==> src/rtl/ninebit_frame_rx.sv <==
module ninebit_frame_rx #(
  parameter int DW            = 8,
  parameter int OVS           = 16,
  parameter int TICK_DIV      = 1,
  parameter int SETTLE_CYC    = 250000,
  parameter int FLAG_FROM_PIN = 0
) (
  input  logic          clk,
  input  logic          rst_n,
  input  logic          rx_line,
  input  logic          eof_flag_in,
  output logic [DW-1:0] pl_data,
  output logic          pl_valid,
  input  logic          pl_ready,
  output logic          pl_last,
  output logic [DW-1:0] rw_data,
  output logic          rw_valid,
  output logic          short_err,
  output logic          frame_err
);
  localparam int NBITS = DW + 3 - FLAG_FROM_PIN;
  localparam int SW    = $clog2(OVS);
  localparam int BW    = $clog2(NBITS);
  localparam int TW    = (TICK_DIV > 1) ? $clog2(TICK_DIV) : 1;
  localparam int STW   = $clog2(SETTLE_CYC + 2);
  localparam int MID   = OVS / 2;

  logic [1:0] rx_sync, eof_sync;
  always_ff @(posedge clk or negedge rst_n)
    if (!rst_n) begin
      rx_sync  <= 2'b11;
      eof_sync <= 2'b00;
    end else begin
      rx_sync  <= {rx_sync[0], rx_line};
      eof_sync <= {eof_sync[0], eof_flag_in};
    end
  wire rxs = rx_sync[1];

  logic [STW-1:0] settle_q;
  wire settled = (settle_q == STW'(SETTLE_CYC));
  always_ff @(posedge clk or negedge rst_n)
    if (!rst_n)        settle_q <= '0;
    else if (!settled) settle_q <= settle_q + 1'b1;

  logic [TW-1:0] div_q;
  wire tick = (div_q == TW'(TICK_DIV - 1));
  always_ff @(posedge clk or negedge rst_n)
    if (!rst_n) div_q <= '0;
    else        div_q <= tick ? '0 : div_q + 1'b1;

  logic          busy_q, chr_stb_q, ferr_q, pin_flag_q;
  logic [SW-1:0] smp_q;
  logic [BW-1:0] bit_q;
  logic [1:0]    votes_q;
  logic [DW:0]   sh_q;

  wire [1:0] vote_now = votes_q + {1'b0, rxs};
  wire       bitv     = vote_now[1];
  wire       decide   = busy_q && tick && (smp_q == SW'(MID + 1));
  wire       at_stop  = (bit_q == BW'(NBITS - 1));

  always_ff @(posedge clk or negedge rst_n)
    if (!rst_n) begin
      busy_q <= 1'b0; smp_q <= '0; bit_q <= '0; votes_q <= '0; sh_q <= '0;
      chr_stb_q <= 1'b0; ferr_q <= 1'b0; pin_flag_q <= 1'b0;
    end else begin
      chr_stb_q <= 1'b0;
      ferr_q    <= 1'b0;
      if (tick) begin
        if (!busy_q) begin
          if (settled && !rxs) begin
            busy_q <= 1'b1; smp_q <= '0; bit_q <= '0; votes_q <= '0;
          end
        end else begin
          smp_q <= (smp_q == SW'(OVS - 1)) ? '0 : smp_q + 1'b1;
          if (smp_q == SW'(OVS - 1)) bit_q <= bit_q + 1'b1;
          if (smp_q >= SW'(MID - 1) && smp_q <= SW'(MID)) votes_q <= vote_now;
          if (decide) begin
            votes_q <= '0;
            if (bit_q == '0) begin
              if (bitv) busy_q <= 1'b0;
            end else if (at_stop) begin
              busy_q     <= 1'b0;
              chr_stb_q  <= bitv;
              ferr_q     <= !bitv;
              pin_flag_q <= eof_sync[1];
            end else begin
              sh_q <= {bitv, sh_q[DW:1]};
            end
          end
        end
      end
    end

  wire [DW-1:0] chr_data = (FLAG_FROM_PIN != 0) ? sh_q[DW:1] : sh_q[DW-1:0];
  wire          chr_flag = (FLAG_FROM_PIN != 0) ? pin_flag_q : sh_q[DW];

  logic [DW-1:0] hold_q [3];
  logic [1:0]    cnt_q;
  logic          hunt_q;
  wire emit = chr_stb_q && !hunt_q && (cnt_q == 2'd3);

  always_ff @(posedge clk or negedge rst_n)
    if (!rst_n) begin
      hold_q <= '{default: '0};
      cnt_q <= '0; hunt_q <= 1'b0;
      pl_data <= '0; pl_valid <= 1'b0; pl_last <= 1'b0;
      rw_data <= '0; rw_valid <= 1'b0; short_err <= 1'b0; frame_err <= 1'b0;
    end else begin
      rw_valid  <= 1'b0;
      short_err <= 1'b0;
      frame_err <= ferr_q;
      if (ferr_q) begin
        cnt_q  <= '0;
        hunt_q <= 1'b1;
      end else if (chr_stb_q && chr_flag) begin
        cnt_q  <= '0;
        hunt_q <= 1'b0;
        if (!hunt_q) begin
          rw_valid  <= 1'b1;
          rw_data   <= chr_data;
          short_err <= (cnt_q < 2'd2);
        end
      end else if (chr_stb_q && !hunt_q) begin
        hold_q[0] <= chr_data;
        hold_q[1] <= hold_q[0];
        hold_q[2] <= hold_q[1];
        if (cnt_q != 2'd3) cnt_q <= cnt_q + 1'b1;
      end
      if (emit) begin
        pl_valid <= 1'b1;
        pl_data  <= hold_q[2];
        pl_last  <= chr_flag;
      end else if (pl_ready) begin
        pl_valid <= 1'b0;
        pl_last  <= 1'b0;
      end
    end
endmodule

==> config.mk <==
export PLATFORM = sky130hd
export DESIGN_NAME = ninebit_frame_rx
export DESIGN_NICKNAME = d
export VERILOG_FILES = /design/src/rtl/ninebit_frame_rx.sv
export SDC_FILE = /design/constraint.sdc
export NUM_CORES = 1
export LEC_CHECK = 0
export BUFFER_PORTS_ARGS = -buffer_cell sky130_fd_sc_hd__buf_2
export CORE_MARGIN = 5
export CORE_UTILIZATION = 35
export DETAILED_ROUTE_END_ITERATION = 8
export MAX_ROUTING_LAYER = met4
export PLACE_DENSITY_LB_ADDON = 0.12
export SLEW_MARGIN = 20
export SYNTH_ARGS = -nofsm -noshare
export SYNTH_HDL_FRONTEND = slang
export SYNTH_SLANG_ARGS = --single-unit
==> constraint.sdc <==
create_clock -name clk -period 1.8 [get_ports clk]
set_input_delay 0.18 -clock clk [delete_from_list [all_inputs] [get_ports clk]]
set_output_delay 0.18 -clock clk [all_outputs]
set_load 0.02 [all_outputs]
==> flow_summary.json, run 1 <==
{
  "syn2layout_area_growth_pct": 18.9,
  "synth_sequential_area_ratio": 0.586,
  "pin_count_of_the_biggest_net_entering_global_routing": 51,
  "finish.cell_count_without_fillers": 496,
  "timing.fmax_mhz": 562,
  "post_cts_setup_buffers": 0,
  "synth-edff-count": 0,
  "avgViaCountPerCell": 4.66,
  "setup_viol": 0,
  "floorplan.initialDensity": 0.356,
  "endpoint_type_of_the_worst_setup_path": "flip-flop",
  "cpPeakStageDelay_ps": 430,
  "minimum_period_implied_by_the_final_worst_setup_slack_ps": 1780,
  "clk_path_buf_depth": 2,
  "power-per-cell-area_mw_per_mm2": 727,
  "cts_made_buffers": 9,
  "timing.critical_path.fanout_max": 6,
  "crit_path_cell_trace": "or3b_1 -> or4_4 -> o21ba_4 -> a22o_2",
  "ys.warnings.count": 0,
  "static-leakage-power_uw": 0.00224,
  "drt-wirelength-per-cell_um": 13.6,
  "vias": 2313,
  "asyncSetResetFlopFracSynth": 1.00,
  "design.final.nets": 367,
  "drc": 0,
  "detailedRoute.firstIterationViolations": 121,
  "drt_wl_total_um": 6750,
  "post-place-ws_ps": 7.95,
  "rows": 38,
  "timing.setup.critical_path_class": "flip-flop to flip-flop",
  "hpwl_um": 4630,
  "outcome": "complete, no violations",
  "remaining_overflow_grt": 0,
  "setup_slack_ps": 20.2,
  "drv_slew": 0,
  "gp_congestion": 0.754,
  "clock_transition_at_path_regs_ps": 90,
  "die_width_um": 115,
  "detailedRoute.firstPassIterationCount": 5,
  "cp.buffers_inverters": 0,
  "i_o_pin_count": 26,
  "crit_slowest_cell": "sky130_fd_sc_hd__or4_4",
  "synthesized_cell_area_mm2": 0.00384,
  "clock_tree.root_cell": "sky130_fd_sc_hd__clkbuf_8",
  "worst_ir_drop_vdd_mv": 0.350,
  "vias_in_the_first_global_route": 2387,
  "clock_sinks": 90,
  "detail-route-antenna-nets": 0,
  "max-cap-violations": 0,
  "unrepaired_setup_endpoints_after_global_routing": "yes",
  "synthFlopType": "sky130_fd_sc_hd__dfrtp_1",
  "postSynthNetCount": 312,
  "hold_class": "input port to asynchronous set/reset pin",
  "crit_path_start_kind": "flip-flop",
  "antenna_cells_inserted": 0,
  "clk_lat_worst_skew_ps": 350,
  "grt_antenna_before_repair": 0,
  "synth_cells": 297,
  "grt.total_usage": 0.113,
  "placed_instances": 478,
  "fin_skew_ps": 11.5,
  "cts_tree": "yes",
  "fin_total_pwr_uw": 3320,
  "ys_seq_elements": 90,
  "max_slew.worst_pin.slew_ps": 363,
  "slew-limit-headroom": 0.757,
  "worst_path_arrival_ps": 2020,
  "yosys.cell_types.count": 40,
  "drive_gt1_frac": 0.371,
  "final-hold-violation-count": 0,
  "crit_family": "simple AND/OR/NAND/NOR gates",
  "cts.htree.levels": 3,
  "period_share": 0.989,
  "syn_area_per_cell_um2": 12.9,
  "io_buffers": 24,
  "die_height_um": 115,
  "coreArea_mm2": 0.0108,
  "fillers": 1036,
  "grt_first_pass_wirelength_um": 11600,
  "die-area_mm2": 0.0132,
  "worst-endpoint-required_ps": 2040
}
## flip-flops by register name, indices dropped and copies added (netlist names), 2 cells and up
| signal | count |
|---|---|
| bit_q | 4 |
| smp_q | 4 |
| sh_q | 9 |
| rw_data | 8 |
| rx_sync | 2 |
| settle_q | 18 |
| hold_q | 24 |
| votes_q | 2 |
| pl_data | 8 |
| cnt_q | 2 |
## layout by cell type, fill, tap and decap left out, types with 3 or more instances in the layout
| cell | count |
|---|---|
| sky130_fd_sc_hd__nand2_1 | 15 |
| sky130_fd_sc_hd__clkinvlp_4 | 3 |
| sky130_fd_sc_hd__buf_2 | 23 |
| sky130_fd_sc_hd__clkbuf_8 | 9 |
| sky130_fd_sc_hd__dlygate4sd3_1 | 3 |
| sky130_fd_sc_hd__xnor2_1 | 13 |
| sky130_fd_sc_hd__nand4_1 | 4 |
| sky130_fd_sc_hd__nand2b_1 | 9 |
| sky130_fd_sc_hd__xor2_1 | 7 |
| sky130_fd_sc_hd__nand3_1 | 11 |
| sky130_fd_sc_hd__dfrtp_1 | 88 |
| sky130_fd_sc_hd__o21ai_0 | 10 |
| sky130_fd_sc_hd__nor2_1 | 11 |
| sky130_fd_sc_hd__a21oi_1 | 4 |
| sky130_fd_sc_hd__ha_1 | 9 |
| sky130_fd_sc_hd__inv_6 | 3 |
| sky130_fd_sc_hd__inv_1 | 13 |
| sky130_fd_sc_hd__a22o_2 | 4 |
| sky130_fd_sc_hd__nor2b_1 | 3 |
| sky130_fd_sc_hd__mux2_2 | 50 |
| sky130_fd_sc_hd__nor3_1 | 4 |
| sky130_fd_sc_hd__buf_4 | 22 |
## Yosys cell counts (all sizes together) (2+ instances only)
master | count | area, um^2
ha | 10 | 125
nor4 | 2 | 12.5
o21ai | 10 | 50.1
buf | 2 | 10.0
xnor2 | 13 | 114
nand2 | 15 | 56.3
or4 | 3 | 26.3
dfstp | 2 | 52.6
nor3b | 2 | 15.0
nor4b | 3 | 26.3
nand3 | 11 | 55.1
inv | 15 | 56.3
nand3b | 2 | 15.0
dfrtp | 88 | 2200
xor2 | 7 | 61.3
a22o | 4 | 40.0
nand2b | 9 | 56.3
a21oi | 4 | 20.0
mux2 | 51 | 574
clkbuf | 4 | 15.0
nand4 | 4 | 25.0
a32oi | 2 | 17.5
nor2b | 3 | 18.8
nor3 | 7 | 45.0
nor2 | 11 | 41.3
## stage by stage
stage | hold slack [ps] | utilization | TNS [ps] | cell area (um^2)
3_5_place_dp | 96.7 | 0.401 | 0 | 4330
4_1_cts | 244 | 0.420 | 0 | 4530
2_1_floorplan | -116 | - | 0 | 3850
3_3_place_gp | 94.0 | 0.401 | 0 | 4330
6_report | 248 | 0.423 | 0 | 4570
5_1_grt | 248 | 0.423 | -99.3 | 4570
## cell families (layout without fill, tap and decap cells)
family | after synthesis | count (layout) | synth area share
multiplexers | 51 | 51 | 0.149
AND/OR/NAND/NOR | 76 | 76 | 0.110
flip-flops | 90 | 90 | 0.586
AO/OA/AOI/OAI | 29 | 29 | 0.0550
adder cells (fa/ha/maj) | 10 | 10 | 0.0325
buffers and inverters | 21 | 80 | 0.0211
XOR/XNOR | 20 | 20 | 0.0456
## per-layer routing
metal  vias to the layer above  share of wire  global-route usage
li1                       1139              -                   -
met1                      1141           0.50               0.148
met2                        28           0.46               0.171
met3                         5          0.038              0.0384
met4                         0         0.0081              0.0282
met5                         -              0                   -
## final timing paths
| check | start | endpoint | slack, ps | cells past startpoint |
|---|---|---|---|---|
| max | settle_q[8] | bit_q[3] | 20 | 4 |
| min in group clk | rx_sync[0] | rx_sync[1] | 360 | 0 |
| min | rst_n | pl_data[0] | 250 | 2 |
| max reg2reg | settle_q[8] | bit_q[3] | 20 | 4 |
| min reg2reg | rx_sync[0] | rx_sync[1] | 360 | 0 |
| max in group asynchronous | rst_n | rx_sync[0] | 900 | 3 |
## what timing repair did
item,CTS,global route
endpoints found under the setup margin,9,15
pin swaps,1,2
hold endpoints to repair,21,0
resized for setup,1,9
hold buffers,3,0
## power by group
part | switching [uW] | leakage, uW | internal [uW] | total (uW)
combinational | 41.5 | 0.000925 | 13.7 | 55.2
sequential | 1.25 | 0.00124 | 2020 | 2030
clock | 736 | 0.0000787 | 509 | 1240
## area by class of cell
class,count,area (um^2),area share
Clock buffer,9,124,0.0271
Clock inverter,6,48.8,0.0107
Inverter,15,56.3,0.0123
Multi-Input combinational cell,186,1560,0.342
Sequential cell,90,2250,0.493
Tap cell,140,175,0.0383
Timing Repair Buffer,50,350,0.0766
Power figures use the tool's default switching activity.
==> run 2: changes to the inputs <==
--- a/config.mk
+++ b/config.mk
@@ -7,10 +7,11 @@
 export LEC_CHECK = 0
 export BUFFER_PORTS_ARGS = -buffer_cell sky130_fd_sc_hd__buf_2
 export CORE_MARGIN = 5
-export CORE_UTILIZATION = 35
+export CORE_UTILIZATION = 40
 export DETAILED_ROUTE_END_ITERATION = 8
 export MAX_ROUTING_LAYER = met4
 export PLACE_DENSITY_LB_ADDON = 0.12
+export SETUP_SLACK_MARGIN = 0.5
 export SLEW_MARGIN = 20
 export SYNTH_ARGS = -nofsm -noshare
 export SYNTH_HDL_FRONTEND = slang
==> run 2 against run 1 <==
  * Sequential power hardly changed
  * Largest power group unchanged
  * Highest routed layer unchanged
  * Critical endpoint is now sh_q[2]
  * Final cell count is 1.0% higher
  * Final area is 14% higher
  * Critical path type unchanged
  * Largest cell class unchanged
  * Power is 6.8% higher
==> flow_summary.json, run 2 (synthesis results as in run 1) <==
{
  "max_slew.worst_pin.slew_ps": 471,
  "worst_path_arrival_ps": 2020,
  "final_design_area_no_fill_mm2": 0.00519,
  "outcome": "complete, no violations",
  "rows": 35,
  "floorplan.initialDensity": 0.412,
  "drive_gt1_frac": 0.484,
  "worst-endpoint-required_ps": 2050,
  "grt_antenna_before_repair": 0,
  "clock_sinks": 90,
  "hold_class": "input port to flip-flop",
  "static-leakage-power_uw": 0.00249,
  "timing.critical_path.fanout_max": 6,
  "post-place-ws_ps": 15.0,
  "crit_family": "multiplexers",
  "die_height_um": 108,
  "gp_congestion": 0.742,
  "antenna_cells_inserted": 0,
  "slew-limit-headroom": 0.686,
  "power-per-cell-area_mw_per_mm2": 684,
  "syn2layout_area_growth_pct": 35.0,
  "crit_path_cell_trace": "inv_2 -> ha_4 -> mux2_4 -> a211o_4 -> mux2_4",
  "vias_in_the_first_global_route": 2507,
  "most_used_cell_along_the_critical_path": "sky130_fd_sc_hd__mux2_4",
  "clock_tree.root_cell": "sky130_fd_sc_hd__clkbuf_8",
  "clk_path_buf_depth": 2,
  "coreArea_mm2": 0.00933,
  "avgViaCountPerCell": 4.91,
  "vias": 2459,
  "cts_made_buffers": 9,
  "timing.fmax_mhz": 563,
  "clk_lat_worst_skew_ps": 360,
  "final-hold-violation-count": 0,
  "number_of_flip_flops_in_the_largest_register": 24,
  "registers.top_by_ff_count": "hold_q",
  "fin_skew_ps": 11.1,
  "detailedRoute.firstIterationViolations": 59,
  "setup_viol": 0,
  "die-area_mm2": 0.0117,
  "minimum_period_implied_by_the_final_worst_setup_slack_ps": 1780,
  "detail-route-antenna-nets": 0,
  "endpoint_type_of_the_worst_setup_path": "flip-flop",
  "cts.htree.levels": 3,
  "final_cell_mix": "86 x sky130_fd_sc_hd__dfrtp_1, 46 x sky130_fd_sc_hd__mux2_4, 23 x sky130_fd_sc_hd__buf_2, 23 x sky130_fd_sc_hd__buf_4, 13 x sky130_fd_sc_hd__nand2_1",
  "timing.setup.critical_path_class": "flip-flop to flip-flop",
  "i_o_pin_count": 26,
  "drv_slew": 0,
  "setup_slack_ps": 22.2,
  "crit_slowest_cell": "sky130_fd_sc_hd__dfrtp_1",
  "design.final.nets": 382,
  "detailedRoute.firstPassIterationCount": 4,
  "remaining_overflow_grt": 0,
  "hpwl_um": 4290,
  "fin_total_pwr_uw": 3550,
  "layout.cells.most_common": "sky130_fd_sc_hd__dfrtp_1",
  "grt.total_usage": 0.143,
  "grt_first_pass_wirelength_um": 12600,
  "reg.largest.list": "hold_q (24), settle_q (18), sh_q (9)",
  "drc": 0,
  "cpPeakStageDelay_ps": 430,
  "drt-wirelength-per-cell_um": 15.0,
  "clock_transition_at_path_regs_ps": 90,
  "worst_ir_drop_vdd_mv": 0.512,
  "unrepaired_setup_endpoints_after_global_routing": "yes",
  "io_buffers": 24,
  "postPlaceCellArea_mm2": 0.00445,
  "cp.buffers_inverters": 1,
  "pin_count_of_the_biggest_net_entering_global_routing": 91,
  "max-cap-violations": 0,
  "drt_wl_total_um": 7490,
  "cts_tree": "yes",
  "crit_path_start_kind": "flip-flop",
  "die_width_um": 108,
  "setup_tns_ps": 0,
  "period_share": 0.988
}
run 2: changes by cell type in the layout (fill, tap and decap cells not counted), moves of 4 or more:
cell                      before  now
sky130_fd_sc_hd__buf_6         0    8
sky130_fd_sc_hd__ha_1          9    4
sky130_fd_sc_hd__mux2_2       50    5
sky130_fd_sc_hd__mux2_4        1   46
sky130_fd_sc_hd__nor2_1       11    4
sky130_fd_sc_hd__nor2_4        0    5
sky130_fd_sc_hd__nor3_1        4    0
sky130_fd_sc_hd__o21ai_0      10    6
run 2: final timing paths:
path / from / end / slack, ps / depth (start not counted)
setup / recovery: bit_q[1] / sh_q[2] / 20 / 5
hold / removal: pl_ready / pl_valid / 20 / 2
min in group asynchronous: rst_n / pl_data[0] / 400 / 3
max in group asynchronous: rst_n / rx_sync[0] / 1030 / 3
setup reg to reg: bit_q[1] / sh_q[2] / 20 / 5
hold reg to reg: rx_sync[0] / rx_sync[1] / 360 / 0
run 2: layout make-up:
cell class / instances / area, um^2
fillers: 793 / 4140
multi-input cells: 188 / 1940
repair buffers: 63 / 561
well taps: 129 / 161
flip-flops and latches: 90 / 2260
inverters: 15 / 56.3
clock buffers: 9 / 124
clock inverters: 7 / 93.8
run 2: report_power, final:
group | total [uW] | internal, uW | leakage, uW | switching, uW
Combinational | 50.6 | 11.0 | 0.00115 | 39.6
Clock | 1480 | 680 | 0.000107 | 796
Sequential | 2030 | 2020 | 0.00123 | 1.08
Total | 3550 | 2720 | 0.00249 | 836
run 2: repair_timing:
action                                 CTS  global route
cloned                                   5             0
setup buffers                           13             4
setup endpoints to repair               71            79
gates resized for setup                 23            45
endpoints found under the hold margin   89             0
pin swaps                               12             8
hold buffers                             2             0
run 2: metal layers:
metal,routed length (um),track usage,vias up,part of all wire
met5,0,-,-,0
met4,67,0.0460,0,0.0089
met3,221,0.0328,12,0.029
met2,3780,0.232,27,0.50
met1,3430,0.177,1232,0.46
li1,-,-,1188,-
run 2: through the flow:
step	cells	hold WS, ps	utilization
after detailed placement	461	260	0.477
after global placement	461	267	0.477
after global routing	501	40.2	0.557
after floorplan	297	-116	-
final	501	18.3	0.557
after CTS	497	4.42	0.534
==> run 3: changes to the inputs <==
--- a/config.mk
+++ b/config.mk
@@ -10,7 +10,6 @@
 export CORE_UTILIZATION = 40
 export DETAILED_ROUTE_END_ITERATION = 8
 export MAX_ROUTING_LAYER = met4
-export PLACE_DENSITY_LB_ADDON = 0.12
 export SETUP_SLACK_MARGIN = 0.5
 export SLEW_MARGIN = 20
 export SYNTH_ARGS = -nofsm -noshare
==> run 3 against run 2 <==
  * Via count is 3.1% higher
  * Final area is 1.8% higher
  * Wire length is 2.6% higher
  * Clock power hardly changed
  * Utilization is 1.0 points higher
  * Clock skew is 1.1 ps higher
  * Setup slack worse by 1.7 ps
  * Sequential power hardly changed
  * Final cell count is 2.2% higher
  * Critical path depth is 1 lower
  * Fmax hardly changed
  * Die area stayed put
  * Critical endpoint is now bit_q[2]
==> flow_summary.json, run 3 (synthesis results as in run 1) <==
{
  "static-leakage-power_uw": 0.00257,
  "minimum_period_implied_by_the_final_worst_setup_slack_ps": 1780,
  "drt_wl_total_um": 7690,
  "max_slew.worst_pin.slew_ps": 388,
  "clock_transition_at_path_regs_ps": 100,
  "layout.cells.most_common": "sky130_fd_sc_hd__dfrtp_1",
  "clock_sinks": 90,
  "i_o_pin_count": 26,
  "timing.critical_path.fanout_max": 6,
  "grt_antenna_before_repair": 0,
  "coreArea_mm2": 0.00933,
  "final_cell_mix": "87 x sky130_fd_sc_hd__dfrtp_1, 49 x sky130_fd_sc_hd__mux2_4, 30 x sky130_fd_sc_hd__buf_4",
  "slew-limit-headroom": 0.741,
  "cts_made_buffers": 9,
  "period_share": 0.989,
  "drc": 0,
  "remaining_overflow_grt": 0,
  "hold_class": "input port to asynchronous set/reset pin",
  "floorplan.initialDensity": 0.412,
  "finish.cell_count_without_fillers": 512,
  "worst-endpoint-required_ps": 2040,
  "fin_skew_ps": 12.2,
  "cts_tree": "yes",
  "syn2layout_area_growth_pct": 37.5,
  "design.final.nets": 393,
  "die_height_um": 108,
  "fillers": 792,
  "reg.largest.list": "hold_q (24), settle_q (18), sh_q (9)",
  "hpwl_um": 4580,
  "grt.total_usage": 0.139,
  "final-hold-violation-count": 0,
  "rows": 35,
  "worst_path_arrival_ps": 2020,
  "unrepaired_setup_endpoints_after_global_routing": "yes",
  "max-cap-violations": 0,
  "clk_lat_worst_skew_ps": 350,
  "rr_worst_depth": 4,
  "timing.fmax_mhz": 562,
  "registers.top_by_ff_count": "hold_q",
  "setup_viol": 0,
  "gp_congestion": 0.767,
  "endpoint_type_of_the_worst_setup_path": "flip-flop",
  "vias": 2535,
  "detail-route-antenna-nets": 0,
  "placed_instances": 461,
  "crit_path_start_kind": "flip-flop",
  "vias_in_the_first_global_route": 2574,
  "detailedRoute.firstPassIterationCount": 4,
  "die-area_mm2": 0.0117,
  "pin_count_of_the_biggest_net_entering_global_routing": 36,
  "drv_slew": 0,
  "finish.utilization": 0.567,
  "grt_first_pass_wirelength_um": 12500,
  "worst_ir_drop_vdd_mv": 0.439,
  "clock_tree.root_cell": "sky130_fd_sc_hd__clkbuf_8",
  "io_buffers": 24,
  "detailedRoute.firstIterationViolations": 130,
  "clk_path_buf_depth": 2,
  "power-per-cell-area_mw_per_mm2": 674,
  "avgViaCountPerCell": 4.95,
  "setup_tns_ps": 0,
  "drt-wirelength-per-cell_um": 15.0,
  "timing.setup.critical_path_class": "flip-flop to flip-flop",
  "die_width_um": 108,
  "outcome": "complete, no violations",
  "antenna_cells_inserted": 0,
  "number_of_flip_flops_in_the_largest_register": 24,
  "cts.htree.levels": 3,
  "drive_gt1_frac": 0.493
}
## run 3: changes by cell type in the layout (fill, tap and decap cells not counted), moves of 3 or more
cell,previous run,this run
sky130_fd_sc_hd__buf_4,23,30
sky130_fd_sc_hd__buf_6,8,12
sky130_fd_sc_hd__mux2_2,5,2
sky130_fd_sc_hd__mux2_4,46,49
## run 3: layout make-up
cell class | count | area (um^2) | area share
Clock inverter | 6 | 82.6 | 0.0156
Inverter | 15 | 56.3 | 0.0107
Tap cell | 129 | 161 | 0.0305
Clock buffer | 10 | 138 | 0.0260
Multi-Input combinational cell | 188 | 1950 | 0.369
Timing Repair Buffer | 74 | 643 | 0.122
Sequential cell | 90 | 2260 | 0.427
## run 3: what timing repair did
action                                 4_1_cts  5_1_grt
setup endpoints to repair                   71       79
resized for setup                           26       49
pin swaps                                   21       10
endpoints found under the hold margin       26        0
hold buffers                                 3        0
setup buffers                               18        9
gates cloned                                 3        2
## run 3: stage by stage
stage / hold slack, ps / instance area [um^2] / setup slack [ps] / power (uW)
after floorplan: -116 / 4060 / 24.9 / 2070
after global placement: 123 / 4450 / 27.4 / 2120
after detailed placement: 134 / 4450 / 7.92 / 2120
after CTS: 285 / 4990 / 26.0 / 3630
after global routing: 294 / 5290 / -47.2 / 3700
final: 288 / 5290 / 20.5 / 3560
## run 3: metal layers
layer,part of all wire,global-route usage
met1,0.45,0.175
met2,0.51,0.221
met3,0.032,0.0394
met4,0.0044,0.0352
met5,0,-
## run 3: path summary, 6_finish.rpt
kind,startpoint,to,slack [ps]
worst min register to register,rx_sync[0],rx_sync[1],360
worst max register to register,settle_q[8],bit_q[2],20
min in group clk,rx_sync[0],rx_sync[1],360
worst max-delay path,settle_q[8],bit_q[2],20
max in group asynchronous,rst_n,rx_sync[1],940
worst min-delay path,rst_n,hold_q[0],290
## run 3: power by group
| part | internal [uW] | leakage [uW] | switching [uW] |
|---|---|---|---|
| clock | 711 | 0.000108 | 770 |
| sequential | 2020 | 0.00123 | 1.12 |
| combinational | 16.6 | 0.00123 | 41.5 |
| total | 2750 | 0.00257 | 812 |
## run 3: worst max-delay path: stages (launching register included)
cell and delay [ps]:
sky130_fd_sc_hd__dfrtp_1 390, sky130_fd_sc_hd__or3b_1 360, sky130_fd_sc_hd__or4_4 430, sky130_fd_sc_hd__o21ba_4 240, sky130_fd_sc_hd__a22o_2 260
